File: src/rtl/txg_pkg.sv
package txg_pkg;
  localparam int OWN_B   = 31;
  localparam int FIRST_B = 30;
  localparam int LAST_B  = 29;
  localparam int SUBEN_B = 20;
  localparam int SUB_LO  = 24;
  localparam int PAD_LO  = 22;
  localparam int FLEN_W  = 16;

  typedef enum logic [2:0] {
    ST_IDLE, ST_CTL, ST_ADR, ST_BUF, ST_CLR, ST_STEP, ST_HEAD
  } txg_state_e;

  // extra bytes from a pad code: (code - 1) mod 4
  function automatic logic [1:0] pad_extra(input logic [1:0] code);
    return code - 2'd1;
  endfunction
endpackage

File: src/rtl/txg_seg_len.sv
module txg_seg_len
  import txg_pkg::*;
#(
  parameter int OUT_W = FLEN_W + 2
) (
  input  logic [31:0]      ctl_word,
  input  logic             mode_sel,
  output logic [OUT_W-1:0] seg_bytes
);
  logic [OUT_W-1:0] raw_len;
  logic [OUT_W-1:0] word_len;
  logic [OUT_W-1:0] sub_len;

  always_comb begin
    raw_len  = OUT_W'(ctl_word[FLEN_W-1:0]);
    word_len = raw_len << 2;
    sub_len  = ctl_word[SUBEN_B] ? OUT_W'(ctl_word[SUB_LO +: 2]) : '0;
    seg_bytes = mode_sel ? (word_len - sub_len) : raw_len;
  end
endmodule

File: src/rtl/txg_ring_step.sv
module txg_ring_step #(
  parameter int AW         = 32,
  parameter int STEP_BYTES = 8
) (
  input  logic [AW-1:0] cur_addr,
  input  logic [AW-1:0] first_addr,
  input  logic [AW-1:0] last_addr,
  input  logic          mode_sel,
  output logic [AW-1:0] next_addr
);
  logic [AW-1:0] inc_addr;

  always_comb begin
    inc_addr = cur_addr + AW'(STEP_BYTES);
    if (!mode_sel) next_addr = (inc_addr == last_addr) ? first_addr : inc_addr;
    else           next_addr = (cur_addr == last_addr) ? first_addr : inc_addr;
  end
endmodule

File: src/rtl/txring_gather.sv
module txring_gather
  import txg_pkg::*;
#(
  parameter int AW       = 32,
  parameter int LEN_W    = 20,
  parameter int PASS_MAX = 16
) (
  input  logic             clk,
  input  logic             rst_n,
  input  logic             scan_req,
  input  logic [AW-1:0]    ring_start,
  input  logic [AW-1:0]    ring_end,
  input  logic             tx_enable,
  input  logic             chan_active,
  input  logic             mode_sel,
  output logic             mem_req,
  output logic             mem_we,
  output logic [AW-1:0]    mem_addr,
  output logic [31:0]      mem_wdata,
  input  logic             mem_ack,
  input  logic [31:0]      mem_rdata,
  output logic             out_valid,
  output logic [7:0]       out_byte,
  output logic             out_len_valid,
  output logic [LEN_W-1:0] out_len,
  output logic             tx_done,
  output logic             out_drop
);
  localparam int DESC_BYTES = 8;
  localparam int SEG_W      = FLEN_W + 2;
  localparam int CNT_W      = $clog2(PASS_MAX + 1);

  // reset: asserted asynchronously, released through two flops
  logic [1:0] rs_q;
  logic       arst_n;
  always_ff @(posedge clk or negedge rst_n) begin
    if (!rst_n) rs_q <= 2'b00;
    else        rs_q <= {rs_q[0], 1'b1};
  end
  assign arst_n = rs_q[1];

  txg_state_e       state_q, state_d;
  logic [AW-1:0]    ptr_q, ptr_d, head_q, head_d, buf_q, buf_d;
  logic             ptr_ok_q, ptr_ok_d, in_pkt_q, in_pkt_d;
  logic [31:0]      ctl_q, ctl_d;
  logic [SEG_W-1:0] rem_q, rem_d;
  logic [LEN_W-1:0] total_q, total_d;
  logic [CNT_W-1:0] cnt_q, cnt_d;

  logic [SEG_W-1:0] seg_len_w;
  logic [AW-1:0]    ptr_next_w;
  logic             start_ok;

  txg_seg_len #(.OUT_W(SEG_W)) u_len (
    .ctl_word (mem_rdata),
    .mode_sel (mode_sel),
    .seg_bytes(seg_len_w)
  );

  txg_ring_step #(.AW(AW), .STEP_BYTES(DESC_BYTES)) u_step (
    .cur_addr  (ptr_q),
    .first_addr(ring_start),
    .last_addr (ring_end),
    .mode_sel  (mode_sel),
    .next_addr (ptr_next_w)
  );

  assign start_ok = scan_req && (ring_start != '0) && tx_enable && chan_active;

  // next state
  always_comb begin
    state_d  = state_q;
    ptr_d    = ptr_q;
    ptr_ok_d = ptr_ok_q;
    head_d   = head_q;
    buf_d    = buf_q;
    in_pkt_d = in_pkt_q;
    ctl_d    = ctl_q;
    rem_d    = rem_q;
    total_d  = total_q;
    cnt_d    = cnt_q;
    case (state_q)
      ST_IDLE: if (start_ok) begin
        state_d  = ST_CTL;
        cnt_d    = '0;
        in_pkt_d = 1'b0;
        if (!ptr_ok_q) begin
          ptr_d    = ring_start;
          ptr_ok_d = 1'b1;
        end
      end
      ST_CTL: if (mem_ack) begin
        ctl_d = mem_rdata;
        if (!mem_rdata[OWN_B]) begin
          state_d  = ST_IDLE;
          in_pkt_d = 1'b0;
        end else begin
          if (!in_pkt_q) begin
            head_d   = ptr_q;
            total_d  = '0;
            in_pkt_d = 1'b1;
          end
          rem_d   = seg_len_w;
          state_d = ST_ADR;
        end
      end
      ST_ADR: if (mem_ack) begin
        buf_d = mem_rdata[AW-1:0];
        if (rem_q != '0)          state_d = ST_BUF;
        else if (ctl_q[FIRST_B])  state_d = ST_STEP;
        else                      state_d = ST_CLR;
      end
      ST_BUF: if (mem_ack) begin
        buf_d   = buf_q + AW'(1);
        rem_d   = rem_q - SEG_W'(1);
        total_d = total_q + LEN_W'(1);
        if (rem_q == SEG_W'(1)) state_d = ctl_q[FIRST_B] ? ST_STEP : ST_CLR;
      end
      ST_CLR: if (mem_ack) state_d = ST_STEP;
      ST_STEP: begin
        ptr_d   = ptr_next_w;
        state_d = ctl_q[LAST_B] ? ST_HEAD : ST_CTL;
      end
      ST_HEAD: if (mem_ack) begin
        in_pkt_d = 1'b0;
        cnt_d    = cnt_q + CNT_W'(1);
        state_d  = (cnt_q + CNT_W'(1) == CNT_W'(PASS_MAX)) ? ST_IDLE : ST_CTL;
      end
      default: state_d = ST_IDLE;
    endcase
  end

  // registers
  always_ff @(posedge clk or negedge arst_n) begin
    if (!arst_n) begin
      state_q  <= ST_IDLE;
      ptr_q    <= '0;
      ptr_ok_q <= 1'b0;
      head_q   <= '0;
      buf_q    <= '0;
      in_pkt_q <= 1'b0;
      ctl_q    <= '0;
      rem_q    <= '0;
      total_q  <= '0;
      cnt_q    <= '0;
    end else begin
      state_q  <= state_d;
      ptr_q    <= ptr_d;
      ptr_ok_q <= ptr_ok_d;
      head_q   <= head_d;
      buf_q    <= buf_d;
      in_pkt_q <= in_pkt_d;
      ctl_q    <= ctl_d;
      rem_q    <= rem_d;
      total_q  <= total_d;
      cnt_q    <= cnt_d;
    end
  end

  // memory port
  always_comb begin
    mem_req   = 1'b0;
    mem_we    = 1'b0;
    mem_addr  = ptr_q;
    mem_wdata = '0;
    case (state_q)
      ST_CTL:  mem_req = 1'b1;
      ST_ADR:  begin mem_req = 1'b1; mem_addr = ptr_q + AW'(4); end
      ST_BUF:  begin mem_req = 1'b1; mem_addr = {buf_q[AW-1:2], 2'b00}; end
      ST_CLR:  begin mem_req = 1'b1; mem_we = 1'b1; end
      ST_HEAD: begin mem_req = 1'b1; mem_we = 1'b1; mem_addr = head_q; end
      default: ;
    endcase
  end

  // streaming output
  assign out_valid     = (state_q == ST_BUF) && mem_ack;
  assign out_byte      = mem_rdata[8*buf_q[1:0] +: 8];
  assign tx_done       = (state_q == ST_HEAD) && mem_ack;
  assign out_len_valid = tx_done;
  assign out_len       = total_q + LEN_W'(pad_extra(ctl_q[PAD_LO +: 2]));
  assign out_drop      = (state_q == ST_CTL) && mem_ack && in_pkt_q && !mem_rdata[OWN_B];
endmodule

File: config.mk
export PLATFORM = sky130hd
export DESIGN_NAME = txring_gather
export DESIGN_NICKNAME = d
export VERILOG_FILES = /design/src/rtl/txg_pkg.sv /design/src/rtl/txg_seg_len.sv /design/src/rtl/txg_ring_step.sv /design/src/rtl/txring_gather.sv
export SDC_FILE = /design/constraint.sdc
export NUM_CORES = 1
export LEC_CHECK = 0
export ABC_AREA = 1
export BUFFER_PORTS_ARGS = -buffer_cell sky130_fd_sc_hd__buf_2
export CORE_UTILIZATION = 53
export CTS_BUF_LIST = sky130_fd_sc_hd__clkbuf_16
export DETAILED_ROUTE_END_ITERATION = 8
export PLACE_DENSITY = 0.78
export SLEW_MARGIN = 20
export SYNTH_ARGS = -nofsm -noshare
export SYNTH_HDL_FRONTEND = slang
export SYNTH_SLANG_ARGS = --single-unit
File: constraint.sdc
create_clock -name clk -period 4.15 [get_ports clk]
set_input_delay 0.2075 -clock clk [delete_from_list [all_inputs] [get_ports clk]]
set_output_delay 0.2075 -clock clk [all_outputs]
set_load 0.02 [all_outputs]
; ---- Yosys cells after proc, flatten, opt, wreduce, memory -nomap -nowiden
; Cells that the tools add are included.
[totals]
regBits = 177
word_cells = 115
[classes]
n_eq_ne = 20
n_reduce_logical = 29
shift = 1
mux = 44
bitwise = 1
n_addsub = 9
[op_table]
columns = operator, count
row1 = 2-to-1 mux 32 bit, 7
row2 = case mux 32 bit (2 select lines), 2
row3 = case mux 32 bit (3 select lines), 1
row4 = 2-to-1 mux 20 bit, 4
row5 = 2-to-1 mux 18 bit, 4
row6 = == test 32 bit, 2
row7 = case mux 20 bit (2 select lines), 1
row8 = case mux 18 bit (2 select lines), 1
row9 = adder 32 x 1 -> 32 bit (second input constant), 1
row10 = adder 32 x 3 -> 32 bit (second input constant), 1
row11 = adder 32 x 4 -> 32 bit (second input constant), 1
row12 = nonzero test 32 bit, 1
row13 = variable part select 32 x 6 -> 8 bit, 1
row14 = 2-to-1 mux 3 bit, 9
row15 = case mux 3 bit (7 select lines), 1
row16 = adder 20 x 1 -> 20 bit (second input constant), 1
row17 = adder 20 x 2 -> 20 bit, 1
row18 = inequality test 2 bit (second input constant), 10
row19 = == test 18 x 1 -> 1 bit (second input constant), 1
row20 = nonzero test 18 bit, 1
row21 = subtractor 18 x 1 -> 18 bit (second input constant), 1
row22 = subtractor 18 x 2 -> 18 bit, 1
row23 = AND reduction 4 bit, 3
row24 = 2-to-1 mux 5 bit, 2
row25 = 22 further kinds, 46

; ---- Longest topological paths before layout
[logic_depth]
ltp_word = 6
ltp_mapped = 20
mapped_depth_nobuf = 19

; ---- Cells and area by module
; A second synthesis with hierarchy kept.
[unflattened]
hier_cells = 2408
hier_area_um2 = 14542.7
[modules_own_cells]
columns = mod, area_each_um2, instances, cells_each
row1 = txring_gather, 10762.8, 1, 1650
row2 = txg_ring_step, 3079.2, 1, 616
row3 = txg_seg_len, 700.7, 1, 142

; ---- Least setup slack after synthesis
; OpenSTA, ideal clock, no wires.
[synth_timing]
path_kind = flip-flop to flip-flop
startpoint = register ptr_q[4]
endpoint = register ptr_q[30]
n_path_buf = 2
setup_ns = 0.117
setup_slack_ns = 1.779
arrival_ns = 2.254
synth_period_minus_slack_ns = 2.371
stages_incl_launch_ff = 19
path_cell_list = dfrtp_1 -> ha_1 -> inv_1 -> nor2_4 -> nand2_2 -> nor2_4 -> nand3_1 -> nand3_1 -> nand2_1 -> inv_2 -> nand2_1 -> nor2_2 -> buf_4 -> buf_6 -> nand4_1 -> nand3_1 -> nand2_1 -> nand2_1 -> nand2_1
[synth_via]
elab_chain_len = 5
word_cells_on_any_way = 7
cone_classes = add/sub: 1 / eq/ne: 2 / mux: 4
[synth_lines]
columns = item, line_no
row1 = "start, declared", txring_gather.sv:43  ; logic [AW-1:0] ptr_q, ptr_d, head_q, head_d, buf_q, buf_d;
row2 = "start signal, assigned", txring_gather.sv:148  ; ptr_q <= ptr_d;
row3 = adder 32 x 4 -> 32 bit, txg_ring_step.sv:14  ; inc_addr = cur_addr + AW'(STEP_BYTES);
row4 = == test 32 bit, txg_ring_step.sv:15  ; if (!mode_sel) next_addr = (inc_addr == last_addr) ? first_addr : inc_addr;
row5 = 2-to-1 mux 32 bit, txg_ring_step.sv:15
row6 = 2-to-1 mux 32 bit *, txg_ring_step.sv:15
row7 = case mux 32 bit (2 select lines) *, txring_gather.sv:82  ; case (state_q)
; Every way passes the cells marked *; elsewhere a longest branch is shown, timed or not.
; A chain may end at the register's enable or synchronous reset.

; ---- Worst setup path after layout
[layout_timing]
startpoint = register ptr_q[2]
endpoint = output port mem_addr[22]
[layout_via]
elab_chain_len = 2
[layout_lines]
columns = item, line_no
row1 = adder 32 x 3 -> 32 bit, txring_gather.sv:168  ; ST_ADR: begin mem_req = 1'b1; mem_addr = ptr_q + AW'(4); end
row2 = case mux 32 bit (3 select lines), txring_gather.sv:166  ; case (state_q)
row3 = "end, declared", txring_gather.sv:18  ; output logic [AW-1:0] mem_addr,
; Every way passes these cells.

==> results.toml <==
[critical_path]
reg2reg_depth = 18
cp_cell_sequence = "ha_1 > inv_1 > nor2_1 > inv_1 > nor2_1 > inv_1 > nor2_1 > buf_4 > inv_1 > nor2_1 > inv_1 > nor2_1 > or2_2 > nand3_1 > o2111ai_1 > buf_2"
end_kind = "primary output"
cp.arrival_ps = 3130
worstSetupPathDepth = 16
crit_buf_inv = 7
crit_required_ps = 3940
start_kind = "flop"
cp_max_fo = 9
crit_type = "flop to primary output"
slowest_stage = "dfrtp_1"
slowest_delay_ps = 660
critPathTopFamily = "simple AND/OR/NAND/NOR gates"

[clocking]
post_cts_resized = 0
clockBufferDepth = 2
clock_sinks = 150
cts_tree = "yes"
htree_num_levels = 4
cts_setup_buffers = 0
ctsHoldBuffers = 2
clk_pin_slew_ps = 80
cts_buffers = 17
clk_latency_ps = 450
root_buffer = "clkbuf_16"

[power]
irDropWorstVdd_mv = 0.350
leakage_uw = 0.00712
power_density_nw_per_um2 = 640

[logic_synthesis]
syn_inst = 2127
synth-main-ff-cell = "dfrtp_1"
seq_area_frac_synth = 0.282
syn_area_um2 = 13300
synth-async-reset-ratio = 1.00
synth_cell_types = 58
yosysWarnings = 0
yosys.area.top_type = "dfrtp_1"
synth-seq-cells = 150
synth.area.top_cells = "dfrtp_1 28%, nand2_1 16%, inv_1 7.3%"
yosysTopAreaCellShare = 0.282
avgSynthCellArea_um2 = 6.26
synth_edf_count = 0

[global_routing]
antenna_found_initial = 0
grt_use_total = 0.338
grt_max_degree = 68
grt_pass1_wl_mm = 69.2
gr-total-overflow = 0
grt_pass1_vias = 13100

[placed_design]
io_buffers = 168
placed_cells = 2537
hpwlAfterDp_mm = 32.6
place_congestion = 0.989
placed_area_um2 = 14100

[sta]
timing.final.crit_period_ps = 3340
maxSlewViolCount = 0
period_share = 0.804
max_freq_mhz = 300
rsz0062_at_grt = "no"
maxSlewHeadroom = 0.307
setup_tns_ps = 0
hold_violations = 0
finalSetupViolCount = 0
skew_ps = 21.2
max_slew.worst_pin.slew_ps = 1040

[floorplanning]
fp.dieH_um = 160
core-area_um2 = 24500
initial_utilization = 0.544
die_w_um = 160
rows = 57
io_pins = 201
die-area_um2 = 25800

[status]
status = "completed"

[cells_and_area]
num_antenna_cells = 0
fin_area_um2 = 14700
area_growth_syn_to_layout_pct = 10.7
fin_nets = 2348
drive_gt1_frac = 0.126
finalNonFillerCells = 2571

[drt]
vias = 14800
drc = 0
drt_first_iter_violations = 1611
antenna_left = 0
wl_per_cell_um = 17.1
dr.pass1.iters = 6
routed_wl_mm = 43.9
via_per_inst = 5.75

[job]
cap_violations = 0

[worst_hold_path]
hold_class = "input pin to flop"
hold_depth = 3
## layout make-up
cell class / count / area [um2]
fill: 2378 / 9720
sequential: 150 / 3760
clock buffer: 17 / 425
inverter: 268 / 1010
timing repair buffer: 197 / 1080
tap: 324 / 405
clock inverter: 15 / 158
multi-input combinational: 1600 / 7910
## cell usage in the layout (no fill, tap or decap), drive strengths merged, types with 17 or more instances in the layout
cell type,n
a21oi,103
a31oi,22
buf,195
clkbuf,17
conb,33
dfrtp,150
inv,275
nand2,582
nand3,121
nand4,55
nor2,259
nor3,32
nor4,18
o2111ai,24
o211ai,17
o21ai,172
o22ai,17
xnor2,24
xor2,53
## state kept, by name (all words and copies together) (netlist names)
register	count
cnt_q	5
ctl_q	4
ptr_q	32
state_q	3
total_q	20
ptr_ok_q	1
rem_q	18
head_q	32
in_pkt_q	1
rs_q	2
buf_q	32
## routing by layer
| layer | up-vias | GRT usage | routed length (um) |
|---|---|---|---|
| li1 | 7097 | - | - |
| met1 | 6717 | 0.476 | 18500 |
| met2 | 862 | 0.530 | 19700 |
| met3 | 95 | 0.0439 | 4330 |
| met4 | 0 | 0.125 | 1310 |
| met5 | - | 0 | 0 |
## stage by stage
step	total power [uW]	utilization	worst slack, ps	hold slack, ps
4_1_cts	9330	0.602	851	22.6
3_5_place_dp	7710	0.578	1070	-4.54
5_1_grt	10100	0.602	572	39.0
6_report	9430	0.602	813	35.6
3_3_place_gp	7600	0.578	1150	-7.47
2_1_floorplan	6310	-	1660	-88.1
## synthesized netlist by cell type (4+ instances only)
master     count
o2111ai_1     24
clkbuf_1      53
nand2_1      574
xnor2_1       24
inv_1        258
a31oi_1       22
xor2_1        53
o21ai_0      168
nor2_4        10
buf_1          9
o22ai_1       17
or2_2          9
o21ai_1        4
nand2_2        7
nand3b_1       7
o31ai_1        6
buf_2         25
nand4_1       55
buf_4         46
nor4_1        18
o211ai_1      17
nor3_1        30
nand3_1      118
o21bai_1       5
dfrtp_1      150
inv_2          8
a311oi_1       4
nor2_1       241
nor2_2         8
a21oi_1      103
ha_1          10
buf_6          5
## report_power, final
group | switching [uW] | internal, uW
Sequential | 806 | 2080
Combinational | 3350 | 1600
Clock | 787 | 805
## worst reg2reg max path, stage by stage (launching register included)
cell and delay [ps]:
dfrtp_1 540, ha_1 320, nand3_2 160, nor2_2 210, nand2_2 140, inv_2 100, nand3_1 70, nand2_1 90
inv_2 50, nand2_1 50, nand3_1 80, nor2_2 110, buf_4 340, nand3_2 110, buf_4 260, o21bai_4 200
nand2_2 80, nand2_1 70, nand2_1 60
## kinds of logic (layout without fill, tap and decap cells)
logic type / Yosys count / count (layout) / synth area share
and+or+nand+nor: 1085 / 1085 / 0.350
buffers and inverters: 408 / 497 / 0.134
AOI/OAI and AO/OA: 393 / 393 / 0.172
DFF: 150 / 150 / 0.282
xor gates and xnor gates: 77 / 77 / 0.0507
adders and majority gates: 11 / 11 / 0.0109
other: 2 / 33 / 0.000564
muxes: 1 / 1 / 0.000846
## final timing paths
check | slack [ps] | to | start
setup / recovery | 810 | mem_addr[22] | ptr_q[2]$_DFFE_PN0P_
hold / removal | 40 | ptr_q[2]$_DFFE_PN0P_ | ring_start[2]
setup reg to reg | 980 | ptr_q[2]$_DFFE_PN0P_ | ptr_q[3]$_DFFE_PN0P_
hold reg to reg | 350 | rs_q[1]$_DFF_PN0_ | rs_q[0]$_DFF_PN0_
max in group asynchronous | 2790 | ptr_q[14]$_DFFE_PN0P_ | rs_q[1]$_DFF_PN0_
min in group asynchronous | 70 | rs_q[1]$_DFF_PN0_ | rst_n
No activity file was read; power rests on OpenSTA's default activity.
